===== config.mk =====
export PLATFORM = sky130hd
export DESIGN_NAME = cookie_tracker
export DESIGN_NICKNAME = d
export VERILOG_FILES = /design/src/rtl/cookie_pkg.sv /design/src/rtl/cookie_alloc.sv /design/src/rtl/cookie_judge.sv /design/src/rtl/cookie_tracker.sv
export SDC_FILE = /design/constraint.sdc
export NUM_CORES = 1
export LEC_CHECK = 0
export ABC_AREA = 0
export BUFFER_PORTS_ARGS = -buffer_cell sky130_fd_sc_hd__buf_4
export CORE_MARGIN = 4
export CORE_UTILIZATION = 52
export DETAILED_ROUTE_END_ITERATION = 16
export PLACE_DENSITY = 0.74
export SYNTH_ARGS = -nofsm -noshare
export SYNTH_HDL_FRONTEND = slang
export SYNTH_SLANG_ARGS = --single-unit

===== constraint.sdc =====
create_clock -name clk_i -period 4.99 [get_ports clk_i]
set_input_delay 0.998 -clock clk_i [delete_from_list [all_inputs] [get_ports clk_i]]
set_output_delay 0.998 -clock clk_i [all_outputs]
set_load 0.005 [all_outputs]

===== src/rtl/cookie_pkg.sv =====
package cookie_pkg;
    typedef enum logic [1:0] {
        ST_DONE   = 2'd0,
        ST_BUSY   = 2'd1,
        ST_PAUSED = 2'd2,
        ST_FAULT  = 2'd3
    } xfer_state_e;
endpackage


===== src/rtl/cookie_alloc.sv =====
// Issued-identifier counter: hands out the next positive identifier per submission.
module cookie_alloc #(
    parameter int ID_W = 32
) (
    input  logic            clk_i,
    input  logic            rst_ni,
    input  logic            take_i,
    output logic [ID_W-1:0] cur_o,
    output logic [ID_W-1:0] nxt_o,
    output logic            resp_o
);
    localparam logic [ID_W-1:0] MAX_ID = {1'b0, {(ID_W-1){1'b1}}};
    localparam logic [ID_W-1:0] MIN_ID = {{(ID_W-1){1'b0}}, 1'b1};

    typedef struct packed {
        logic [ID_W-1:0] issued;
        logic            resp;
    } alloc_t;

    alloc_t st_d, st_q;

    always_comb begin
        st_d      = st_q;
        st_d.resp = take_i;
        if (take_i) begin
            if ((st_q.issued == MAX_ID) || ($signed(st_q.issued) < $signed(MIN_ID)))
                st_d.issued = MIN_ID;
            else
                st_d.issued = st_q.issued + MIN_ID;
        end
    end

    always_ff @(posedge clk_i or negedge rst_ni) begin
        if (!rst_ni) st_q <= '0;
        else         st_q <= st_d;
    end

    assign cur_o  = st_q.issued;
    assign nxt_o  = st_d.issued;
    assign resp_o = st_q.resp;

    // every handed-out identifier is positive
    a_r1_id_positive: assert property (@(posedge clk_i) disable iff (!rst_ni)
        resp_o |-> ($signed(cur_o) > 0));
    // consecutive identifiers, or restart at 1
    a_r2_in_order: assert property (@(posedge clk_i) disable iff (!rst_ni)
        take_i |=> ((cur_o == MIN_ID) || (cur_o == $past(cur_o) + MIN_ID)));
    // no change without a submission
    a_r2_hold: assert property (@(posedge clk_i) disable iff (!rst_ni)
        !take_i |=> $stable(cur_o));
endmodule


===== src/rtl/cookie_judge.sv =====
// Circular completion decision on the identifier space.
module cookie_judge #(
    parameter int ID_W = 32
) (
    input  logic [ID_W-1:0] comp_i,
    input  logic [ID_W-1:0] iss_i,
    input  logic [ID_W-1:0] qid_i,
    output logic            legal_o,
    output logic            done_o
);
    logic signed [ID_W-1:0] c_s, u_s, q_s;
    logic                   below_c, above_u;

    always_comb begin
        c_s     = $signed(comp_i);
        u_s     = $signed(iss_i);
        q_s     = $signed(qid_i);
        legal_o = (q_s > 0);
        below_c = (q_s <= c_s);
        above_u = (q_s > u_s);
        if (c_s <= u_s) done_o = below_c || above_u;
        else            done_o = below_c && above_u;
    end
endmodule


===== src/rtl/cookie_tracker.sv =====
module cookie_tracker #(
    parameter int ID_W        = 32,
    parameter int RES_W       = 32,
    parameter bit HAS_RESIDUE = 1'b1
) (
    input  logic             clk_i,
    input  logic             rst_ni,
    input  logic             sub_valid_i,
    output logic             sub_resp_o,
    output logic [ID_W-1:0]  sub_id_o,
    input  logic             done_valid_i,
    input  logic [ID_W-1:0]  done_id_i,
    input  logic             pause_i,
    input  logic             err_i,
    input  logic [RES_W-1:0] residue_i,
    input  logic             qry_valid_i,
    input  logic [ID_W-1:0]  qry_id_i,
    output logic             qry_resp_o,
    output logic [1:0]       qry_status_o,
    output logic [ID_W-1:0]  qry_last_o,
    output logic [ID_W-1:0]  qry_used_o,
    output logic [RES_W-1:0] qry_residue_o
);
    import cookie_pkg::*;

    localparam logic [ID_W-1:0] MAX_ID = {1'b0, {(ID_W-1){1'b1}}};
    localparam logic [ID_W-1:0] MIN_ID = {{(ID_W-1){1'b0}}, 1'b1};

    typedef struct packed {
        logic [ID_W-1:0]  comp;
        logic             err_vld;
        logic [ID_W-1:0]  err_id;
        logic             q_resp;
        xfer_state_e      q_status;
        logic [ID_W-1:0]  q_last;
        logic [ID_W-1:0]  q_used;
        logic [RES_W-1:0] q_res;
    } trk_t;

    trk_t st_d, st_q;

    logic [ID_W-1:0]  iss_cur, iss_nxt, inflight;
    logic             q_legal, q_done;
    logic [RES_W-1:0] res_src;

    cookie_alloc #(.ID_W(ID_W)) u_alloc (
        .clk_i  (clk_i),
        .rst_ni (rst_ni),
        .take_i (sub_valid_i),
        .cur_o  (iss_cur),
        .nxt_o  (iss_nxt),
        .resp_o (sub_resp_o)
    );

    cookie_judge #(.ID_W(ID_W)) u_judge (
        .comp_i  (st_d.comp),
        .iss_i   (iss_nxt),
        .qid_i   (qry_id_i),
        .legal_o (q_legal),
        .done_o  (q_done)
    );

    generate
        if (HAS_RESIDUE) begin : g_res
            assign res_src = residue_i;
        end else begin : g_nores
            assign res_src = '0;
        end
    endgenerate

    always_comb begin
        st_d        = st_q;
        st_d.q_resp = qry_valid_i;
        // completion updates the pointer used by the same-cycle query
        if (done_valid_i) st_d.comp = done_id_i;
        inflight = (st_d.comp == MAX_ID) ? MIN_ID : (st_d.comp + MIN_ID);
        // submission clears the latch, error sets it
        if (sub_valid_i) st_d.err_vld = 1'b0;
        if (err_i) begin
            st_d.err_vld = 1'b1;
            st_d.err_id  = inflight;
        end
        if (qry_valid_i) begin
            st_d.q_last = st_d.comp;
            st_d.q_used = iss_nxt;
            st_d.q_res  = '0;
            if (!q_legal)
                st_d.q_status = ST_FAULT;
            else if (st_d.err_vld && (qry_id_i == st_d.err_id))
                st_d.q_status = ST_FAULT;
            else if (q_done)
                st_d.q_status = ST_DONE;
            else if (pause_i && (qry_id_i == inflight))
                st_d.q_status = ST_PAUSED;
            else
                st_d.q_status = ST_BUSY;
            if (((st_d.q_status == ST_BUSY) || (st_d.q_status == ST_PAUSED)) &&
                (qry_id_i == inflight))
                st_d.q_res = res_src;
        end
    end

    always_ff @(posedge clk_i or negedge rst_ni) begin
        if (!rst_ni) st_q <= '0;
        else         st_q <= st_d;
    end

    assign sub_id_o      = iss_cur;
    assign qry_resp_o    = st_q.q_resp;
    assign qry_status_o  = st_q.q_status;
    assign qry_last_o    = st_q.q_last;
    assign qry_used_o    = st_q.q_used;
    assign qry_residue_o = st_q.q_res;

    // response one cycle after each submission
    a_r1_resp: assert property (@(posedge clk_i) disable iff (!rst_ni)
        sub_valid_i |=> sub_resp_o);
    // non-positive query identifiers answer error
    a_r7_bad_id: assert property (@(posedge clk_i) disable iff (!rst_ni)
        (qry_valid_i && ($signed(qry_id_i) <= 0)) |=> (qry_status_o == 2'd3));
    // paused only while pause was requested
    a_r8_pause_src: assert property (@(posedge clk_i) disable iff (!rst_ni)
        (qry_resp_o && (qry_status_o == 2'd2)) |-> $past(pause_i));
    // complete answers never carry residue
    a_r10_done_nores: assert property (@(posedge clk_i) disable iff (!rst_ni)
        (qry_resp_o && (qry_status_o == 2'd0)) |-> (qry_residue_o == '0));
    // completion pointer reported by the next query
    a_r3_last: assert property (@(posedge clk_i) disable iff (!rst_ni)
        (qry_valid_i && done_valid_i) |=> (qry_last_o == $past(done_id_i)));
endmodule


# [Word-level counts from Yosys, hierarchy flattened]
# Cells that the tools add are included.
[classes] addsub=2 n_lt_le_gt_ge=5 eq_ne=6 n_mux=13 n_reduce_logical=7
[ops] cell="$mux W32" n=5
[ops] cell="$add A32 B1 Y32 const B" n=2
[ops] cell="$eq A32 B31 Y1 const B" n=2
[ops] cell="$eq A32 B32 Y1" n=2
[ops] cell="$le A32 B32 Y1" n=2
[ops] cell="$mux W33" n=1
[ops] cell="$gt A32 B1 Y1 const B" n=1
[ops] cell="$gt A32 B32 Y1" n=1
[ops] cell="$lt A32 B2 Y1 const B" n=1
[ops] cell="$mux W2" n=5
[ops] cell="$logic_and A1 B1 Y1" n=4
[ops] cell="$logic_or A1 B1 Y1" n=3
[ops] cell="$eq A2 B1 Y1 const B" n=1
[ops] cell="$eq A2 B2 Y1 const B" n=1
[ops] cell="$mux W1" n=2
[word_totals] regBits=197 output_inout_bits=132 elab_cells=43

# [Logic depth before layout (Yosys ltp)]
# Gate-level depths: netlist of the first run.
[logic_depth] word_depth=15 depth_mapped=24 depth_no_buf=22

# [Cells and area by module]
# From an unflattened synthesis of the first run, not the netlist that was laid out.
[unflattened] hier_cells=1517 hier_area_um2=14274.9
[modules_own_cells] mod="cookie_tracker" instances=1 cells_each=1008 area_each_um2=10039.6
[modules_own_cells] mod="cookie_judge" instances=1 cells_each=320 area_each_um2=2409.8
[modules_own_cells] mod="cookie_alloc" instances=1 cells_each=189 area_each_um2=1825.5

# [Worst setup path after synthesis of the first run]
# Ideal clock, no wire load.
[synth_timing] path_type="input-to-reg" start="in done_valid_i" end="reg st_q (netlist bit qry_residue_o[0])" setup_time_ps=92 arrival_time_ps=4941 required_ps=4898 setup_slack_ps=-43 path_stages=20 cell_sequence="buf_6 > buf_6 > buf_6 > buf_6 > buf_2 > mux2i_1 > inv_1 > ha_1 > nand4_1 > nand2_1 > and4_1 > buf_4 > xnor2_1 > xor2_1 > or4_1 > or4b_4 > nor4_2 > nand3_2 > buf_6 > o31ai_2"
[synth_lines] item="start: declaration" line_no="cookie_tracker.sv:11" source="input logic done_valid_i,"
[synth_lines] item="end signal: assignment" line_no="cookie_tracker.sv:105" source="else st_q <= st_d;"
[synth_lines] item="end: declaration" line_no="cookie_tracker.sv:40" source="trk_t st_d, st_q;"

# [Worst setup path after layout of the first run]
[layout_timing] start="reg u_alloc.st_q (netlist bit u_alloc.cur_o[1])" end="reg st_q (netlist bit qry_residue_o[27])"
[layout_between] elab_chain_cells=15 word_cells_on_any_way=20
[layout_lines] item="start: declaration" line_no="cookie_alloc.sv:20" source="alloc_t st_d, st_q;"
[layout_lines] item="start signal: assignment" line_no="cookie_alloc.sv:35" source="else st_q <= st_d;"
[layout_lines] item="$lt A32 B2 Y1 / $eq A32 B31 Y1 (equally long branches)" line_no="cookie_alloc.sv:26" source="if ((st_q.issued == MAX_ID) || ($signed(st_q.issued) < $signed(MIN_ID)))"
[layout_lines] item="$logic_or A1 B1 Y1" line_no="cookie_alloc.sv:26"
[layout_lines] item="$mux W32 (*)" line_no="cookie_alloc.sv:26"
[layout_lines] item="$mux W32 (*)" line_no="cookie_alloc.sv:25" source="if (take_i) begin"
[layout_lines] item="net iss_nxt[28]" line_no="cookie_tracker.sv:42" source="logic [ID_W-1:0] iss_cur, iss_nxt, inflight;"
[layout_lines] item="$gt A32 B32 Y1" line_no="cookie_judge.sv:20" source="above_u = (q_s > u_s);"
[layout_lines] item="$logic_and A1 B1 Y1 / $logic_or A1 B1 Y1 (equally long branches)" line_no="cookie_judge.sv:22, cookie_judge.sv:21"
[layout_lines] item="$mux W1 (*)" line_no="cookie_judge.sv:21" source="if (c_s <= u_s) done_o = below_c || above_u;"
[layout_lines] item="$mux W2 (*)" line_no="cookie_tracker.sv:91" source="else if (q_done)"
[layout_lines] item="$mux W2 (*)" line_no="cookie_tracker.sv:89" source="else if (st_d.err_vld && (qry_id_i == st_d.err_id))"
[layout_lines] item="$mux W2 (*)" line_no="cookie_tracker.sv:87" source="if (!q_legal)"
[layout_lines] item="$mux W2 (*)" line_no="cookie_tracker.sv:83" source="if (qry_valid_i) begin"
[layout_lines] item="$eq A2 B1 Y1 / $eq A2 B2 Y1 (equally long branches)" line_no="cookie_tracker.sv:97" source="if (((st_d.q_status == ST_BUSY) || (st_d.q_status == ST_PAUSED)) &&"
[layout_lines] item="$logic_or A1 B1 Y1 (*)" line_no="cookie_tracker.sv:97"
[layout_lines] item="$logic_and A1 B1 Y1 (*)" line_no="cookie_tracker.sv:97"
[layout_lines] item="$mux W32 (*)" line_no="cookie_tracker.sv:97"
# Mark *: on every way through the listed nets, which the timed path passes. The rest lies on a longest branch. The select of a mux whose other input is x is not followed.
# A chain may end at the register's enable or synchronous reset.

==> results by group, run 1 <==
Yosys
  – Cell Area, Synth: 14200 um2
  – EDFF count, synth: 0
  – Syn Nets: 1723
  – Unique masters post-synth: 86
  – Yosys warning count: 0
  – Synthesized flop and latch total: between 150 and 200
  – Post-synthesis sequential area ratio: 34.7%
  – Leading area contributor after synthesis: dfrtp_1
  – Syn_area_per_cell: between 9 and 10 um2
  – Share of flip-flops with an asynchronous set or reset: between 90% and 100%
  – Synth top area cells: dfrtp_1 35%, ha_1 8.7%, buf_4 5.4%, xnor2_1 3.6%, nor2_1 3.3%
  – Top cell type's share of synthesized area: 34.7%
  – Count leader, synth: dfrtp_1
  – Synth top cells by count: 197 x dfrtp_1, 125 x nor2_1, 121 x nand2_1
  – Synthesized instance count: 1521
  – Main synth FF type: dfrtp_1

STA
  – Crit share post-route: a little under 100%
  – Slew @ Worst Pin: 0.897 ns
  – Slew margin rel.: 40.2%
  – Slew Viols, Final: 0
  – Final worst slack: 0.187 ns
  – Setup Skew: between 0.015 and 0.02 ns
  – RSZ-0062 raised after global routing: false
  – Fin. Hold Viols: 0
  – Max Freq: about 210 MHz
  – Shortest period the worst path allows: 4.80 ns
  – Setup violators final: 0
  – Setup TNS: 0 ns

Floorplanning
  – Total core area: 26900 um2
  – Num ports: 235
  – # rows: 60
  – Die Y: between 150 and 200 um
  – Die W: 173 um
  – Die footprint: about 30000 um2
  – Initial Util: between 50% and 60%

Global route
  – Gr ovfl total: 0
  – Number of global-route vias before repair: 12600
  – Largest net degree at the start of global routing: around 100
  – GRT Overall Usage: approximately a third
  – Initial antenna violation count: 1
  – Global-route wire length before repair: 74300 um

Run status
  – Status: complete, no violations

Power
  – Sw Pwr: about 1.7 mW
  – Int Power: a little over 3 mW
  – Seq pwr share: 38.3%
  – Peak VDD IR: 246 uV
  – Power share of the clock group: 30.9%
  – Cell leakage power: slightly above 8 nW
  – Power Dens Cells: ~280 nW/um2
  – Switching part of the total power: 35.7%
  – Combinational Power Share: 30.8%

Clock network
  – Number of H-tree levels: 4
  – Clk slew on worst S/H paths: roughly 0.09 ns
  – Root buf cell: clkbuf_16
  – Later-pin clock latency in the skew report: approximately 0.45 ns
  – CTS tree: built
  – CTS buffer count: 17
  – Clock tree buffer depth: 2
  – CTS sink cnt: between 150 and 200

Critical path
  – Critical-path cell list: ha_1 -> and3_4 -> nand4_1 -> or3_1 -> or2_2 -> nor3_2 -> xnor2_1 -> nor2_1 -> inv_1 -> ha_1 -> and4_1 -> nand4_1 -> or4_1 -> or3_1 -> o21ai_0 -> a31oi_1 -> maj3_2 -> clkbuf_16 -> nand2_1 -> o31ai_2
  – CP max-delay cell: or4_1
  – CP max stage delay: 0.56 ns
  – CP arrival: 5.13 ns
  – CP Launch Type: register
  – CP Capture Type: register
  – Critical path fanouts, max: 14
  – Crit path kind: register to register
  – CP required: 5.31 ns

Drt
  – Initial DRC count: about 1300
  – DRC: 0
  – WL/cell: 22.8 um
  – Antenna viol nets, final: 0
  – Drt pass-1 iters: 5
  – WL final: 48400 um
  – Detailed-route via count: 12600
  – Mean number of vias per cell: approximately 5.9

Finish
  – Antenna cells: 0
  – Final #Nets: roughly 2000
  – Area delta synth->final: 21.2%
  – Post-Route Utilization: 64.1%
  – Layout cells sized above 1: 29.8%

Run
  – MaxCap Viol Count: 0

Place
  – Gpl congestion: 1.00
  – Post-place setup slack: -0.229 ns
  – Dpl hpwl: 37700 um
  – IO buf count: 234

Min path
  – Hold Path Class: register to register
[layout by cell type, fill, tap and decap left out, types with 7 or more instances in the layout]
master	netlist	final
buf_4	102	376
dfrtp_1	197	197
nor2_1	125	125
nand2_1	121	121
ha_1	99	99
inv_1	84	84
a21oi_1	83	83
xnor2_1	59	59
nand3_1	58	57
nand2b_1	42	42
nand4_1	41	41
mux2_2	37	37
o21ai_0	34	32
xor2_1	31	31
o31ai_2	30	30
mux2i_1	27	26
nor4_1	24	23
nor3_1	22	19
clkbuf_16	0	18
a21o_1	17	17
nor2b_1	14	14
nand3b_1	14	14
and3_1	11	10
a22oi_1	9	9
o211ai_1	9	9
a31oi_1	9	9
and4_1	8	8
xnor3_1	8	8
o21a_1	8	8
and2_1	7	7
a211oi_1	7	7
a22o_1	7	7
[state kept, by name, indices dropped and copies added, names as in the netlist]
name and cells:
qry_resp_o 1, qry_status_o 2, qry_residue_o 32, u_alloc.resp_o 1, qry_last_o 32, u_alloc.cur_o 32
qry_used_o 32, st_q 65
[what timing repair did]
item | in CTS | in global routing
resized for setup | 0 | 11
hold buffers | 0 | 0
setup buffers | 0 | 1
setup endpoints to repair | 0 | 34
[cell families after synthesis]
family / count (synthesis) / synth area share [%]
simple gates: 530 / 19.7
compound gates: 281 / 14.5
buf+inv: 244 / 9.83
flops: 197 / 34.7
xor+xnor: 100 / 7.05
fa+ha+maj: 100 / 8.79
mux: 69 / 5.38
[power groups by stage]
| stage | clock network, mW | logic (mW) | registers, mW |
|---|---|---|---|
| floorplan | 0 | 0.833 | 1.86 |
| global placement | 0 | 1.42 | 1.87 |
| detailed placement | 0 | 1.45 | 1.88 |
| CTS | 1.51 | 1.46 | 1.85 |
| global route | 1.58 | 1.62 | 1.88 |
| finish | 1.50 | 1.49 | 1.86 |
[stage by stage]
stage	area (um2)	power, mW	std cells	hold WS [ns]
2_1_floorplan	14200	2.69	1521	0.447
3_3_place_gp	16500	3.29	2089	0.478
3_5_place_dp	16500	3.33	2089	0.481
4_1_cts	17100	4.82	2121	0.505
5_1_grt	17200	5.08	2123	0.523
6_report	17200	4.84	2123	0.501
[final cells by class]
class	count	area, um2
Fill cell	2271	9660
Multi-Input combinational cell	1080	7910
Sequential cell	197	4930
Timing Repair Buffer	385	2980
Clock buffer	18	439
Tap cell	341	427
Inverter	88	330
Clock inverter	14	194
[metal layers]
metal	global-route usage, %	share of wire (%)
met2	48.2	45
met1	43.1	42
met4	13.4	4.3
met3	7.33	8.2
met5	1.12	0.11
[critical path, delay by kind of cell (launching register included)]
kind            cells  cell delay [ns]
buf+inv             2             0.30
simple gates       11             2.81
xor+xnor            1             0.08
compound gates      3             0.19
flops               1             0.37
fa+ha+maj           3             0.91
[worst paths after layout]
path	start	to	slack, ns	cells after the start
max	u_alloc.cur_o[1]	qry_residue_o[27]	0.19	20
min	qry_residue_o[16]	qry_residue_o[16]	0.50	2
max reg2reg	u_alloc.cur_o[1]	qry_residue_o[27]	0.19	20
min reg2reg	qry_residue_o[16]	qry_residue_o[16]	0.50	2
max in group asynchronous	rst_ni	st_q[131]	3.24	2
min in group asynchronous	rst_ni	qry_last_o[21]	0.65	1
Note: power is estimated with default switching activity, not from simulation.
==> run 2: changes to the inputs <==
REMOVE_ABC_BUFFERS = 1   (was unset)
==> results by group, run 2 (same netlist as run 1, synthesis figures left out) <==
Critical path
  – Crit path kind: register to register (unchanged)
  – CP Launch Type: register (unchanged)
  – CP Capture Type: register (unchanged)
  – R2r worst-path depth: 22 (was 20)
  – Most used cell, CP: inv_1
  – Critical path fanouts, max: 8 (was 14)
  – Critical-path cell list: nand3_4 -> nor3_4 -> nand3_1 -> or4_1 -> o21ai_2 -> buf_4 -> inv_1 -> nor2_2 -> buf_6 -> nor2_1 -> inv_1 -> ha_1 -> and4_1 -> nand4_1 -> or4_4 -> or3_1 -> o21ai_0 -> a31oi_1 -> maj3_2 -> clkbuf_16 -> nand2_1 -> o31ai_2 (was ha_1 -> and3_4 -> nand4_1 -> or3_1 -> or2_2 -> nor3_2 -> xnor2_1 -> nor2_1 -> inv_1 -> ha_1 -> and4_1 -> nand4_1 -> or4_1 -> or3_1 -> o21ai_0 -> a31oi_1 -> maj3_2 -> clkbuf_16 -> nand2_1 -> o31ai_2)
  – CP arrival: 5.17 ns (was 5.13 ns)
  – CP max-delay cell: or4_1 (unchanged)
  – CP required: 5.32 ns (was 5.31 ns)
  – CP max stage delay: 0.55 ns (was 0.56 ns)

Finish
  – Multi-input logic area: 7930 um2 (was 7910 um2)
  – Commonest cells after routing, fill and taps aside: 380 x buf_4, 197 x dfrtp_1, 123 x nor2_1 (was 376 x buf_4, 197 x dfrtp_1, 125 x nor2_1)
  – Post-Route Utilization: 64.5% (was 64.1%)
  – Area delta synth->final: 22.1% (was 21.2%)
  – Antenna cells: 0 (unchanged)
  – Register area: 4930 um2 (unchanged)
  – Max reg flops: 65 (unchanged)
  – Layout Cells excl Fill: 2133 (was 2123)
  – Biggest register: st_q (unchanged)
  – Fill count: 2205 (was 2271)
  – Layout cells sized above 1: 30.4% (was 29.8%)
  – Final #Nets: 1981 (was 1971)
  – Most common cell after layout, fill and taps aside: buf_4 (unchanged)

Clock network
  – CTS tree: built (unchanged)
  – CTS sink cnt: 197 (unchanged)
  – Clock tree buffer depth: 2 (unchanged)
  – Later-pin clock latency in the skew report: 0.45 ns (about the same)
  – CTS Hold Bufs: 0 (unchanged)
  – Root buf cell: clkbuf_16 (unchanged)
  – CTS buffer count: 17 (unchanged)
  – Number of H-tree levels: 4 (unchanged)
  – Clk slew on worst S/H paths: 0.09 ns (about the same)

Drt
  – WL/cell: 22.5 um (was 22.8 um)
  – Antenna viol nets, final: 0 (unchanged)
  – DRC: 0 (unchanged)
  – Drt pass-1 iters: 8 (was 5)
  – Initial DRC count: 1209 (was 1280)
  – Detailed-route via count: 12900 (was 12600)
  – WL final: 48100 um (was 48400 um)
  – Mean number of vias per cell: 6.04 (was 5.93)

Floorplanning
  – Die footprint: 30000 um2 (unchanged)
  – Initial Util: 52.8% (unchanged)
  – Die W: 173 um (unchanged)
  – Die Y: 173 um (unchanged)
  – Num ports: 235 (unchanged)
  – # rows: 60 (unchanged)
  – Total core area: 26900 um2 (unchanged)

Min path
  – Hold Path Class: register to register (unchanged)
  – Hold path depth: 2 (unchanged)

Global route
  – Global-route wire length before repair: 73700 um (was 74300 um)
  – Gr ovfl total: 0 (unchanged)
  – Initial antenna violation count: 1 (unchanged)
  – Largest net degree at the start of global routing: 112 (was 101)
  – Number of global-route vias before repair: 12900 (was 12600)
  – GRT Overall Usage: 31.1% (was 31.5%)

STA
  – Final worst slack: 0.149 ns (was 0.187 ns)
  – Fin. Hold Viols: 0 (unchanged)
  – Crit share post-route: 97.0% (was 96.3%)
  – Slew margin rel.: 36.9% (was 40.2%)
  – Setup violators final: 0 (unchanged)
  – Slew Viols, Final: 0 (unchanged)
  – Shortest period the worst path allows: 4.84 ns (was 4.80 ns)
  – Setup Skew: 0.0169 ns (was 0.0181 ns)
  – Max Freq: 207 MHz (was 208 MHz)
  – Slew @ Worst Pin: 0.946 ns (was 0.897 ns)

Power
  – Peak VDD IR: 212 uV (was 246 uV)
  – Cell leakage power: 8.18 nW (was 8.09 nW)
  – Power Dens Cells: 277 nW/um2 (was 281 nW/um2)

Place
  – Dpl hpwl: 37200 um (was 37700 um)
  – IO buf count: 234 (unchanged)
  – Placed insts: 2089 (unchanged)
  – Gpl congestion: 1.04 (was 1.00)
  – Post-place setup slack: -0.318 ns (was -0.229 ns)

Run
  – MaxCap Viol Count: 0 (unchanged)

Run status
  – Status: complete, no violations (unchanged)
run 2: cell types whose count changed in the layout (fill, tap and decap cells not counted), sizes merged:
cell,change
buf,+9
clkbuf,+2
clkinv,-2
inv,+1
run 2: layer usage:
layer	GRT usage, %	share of wire (%)	vias up
li1	-	-	5877
met2	49.0	45	645
met5	0	0	-
met1	41.9	41	6233
met4	12.6	4.6	0
met3	6.70	8.9	123
run 2: area by class of cell:
| class | instances | share of cell area, % |
|---|---|---|
| clock inverters | 13 | 0.859 |
| well taps | 341 | 2.46 |
| clock buffers | 19 | 2.61 |
| inverters | 88 | 1.91 |
| multi-input cells | 1080 | 45.8 |
| repair buffers | 395 | 18.0 |
| flip-flops and latches | 197 | 28.4 |
run 2: path summary, 6_finish.rpt:
| kind | slack [ns] | to | startpoint |
|---|---|---|---|
| worst max-delay path | 0.15 | qry_residue_o[22] | u_alloc.cur_o[25] |
| worst min-delay path | 0.50 | qry_residue_o[4] | qry_residue_o[4] |
| worst max register to register | 0.15 | qry_residue_o[22] | u_alloc.cur_o[25] |
| worst min register to register | 0.50 | qry_residue_o[4] | qry_residue_o[4] |
| max in group asynchronous | 3.33 | st_q[158] | rst_ni |
| min in group asynchronous | 0.63 | qry_used_o[2] | rst_ni |
run 2: repair_timing:
item                       4_1_cts  5_1_grt
pin swaps                        0        5
gates resized for setup          1       19
gates cloned                     0        4
buffers inserted                 0        8
setup endpoints to repair       34       34
run 2: worst max-delay path: cells and delay by family (launching register included):
family	cells	cell delay, ns
AO/OA/AOI/OAI	4	0.33
adder cells (fa/ha/maj)	2	0.61
buffers and inverters	5	0.71
AND/OR/NAND/NOR	11	2.66
flip-flops	1	0.40
run 2: power breakdown:
part	switching (mW)	leakage, nW	internal, mW
Combinational	0.831	5.39	0.684
Clock	0.740	0.297	0.706
Sequential	0.108	2.49	1.74
Total	1.68	8.18	3.13
run 2: through the flow:
| step | TNS [ns] | hold slack, ns | area [um2] | power, mW |
|---|---|---|---|---|
| 3_5_place_dp | -10.45 | 0.482 | 16500 | 3.32 |
| 2_1_floorplan | -14.21 | 0.447 | 13100 | 2.57 |
| 6_report | 0 | 0.499 | 17300 | 4.81 |
| 5_1_grt | -0.548 | 0.523 | 17300 | 5.05 |
| 4_1_cts | 0 | 0.503 | 17200 | 4.77 |
| 3_3_place_gp | -6.78 | 0.471 | 16500 | 3.28 |
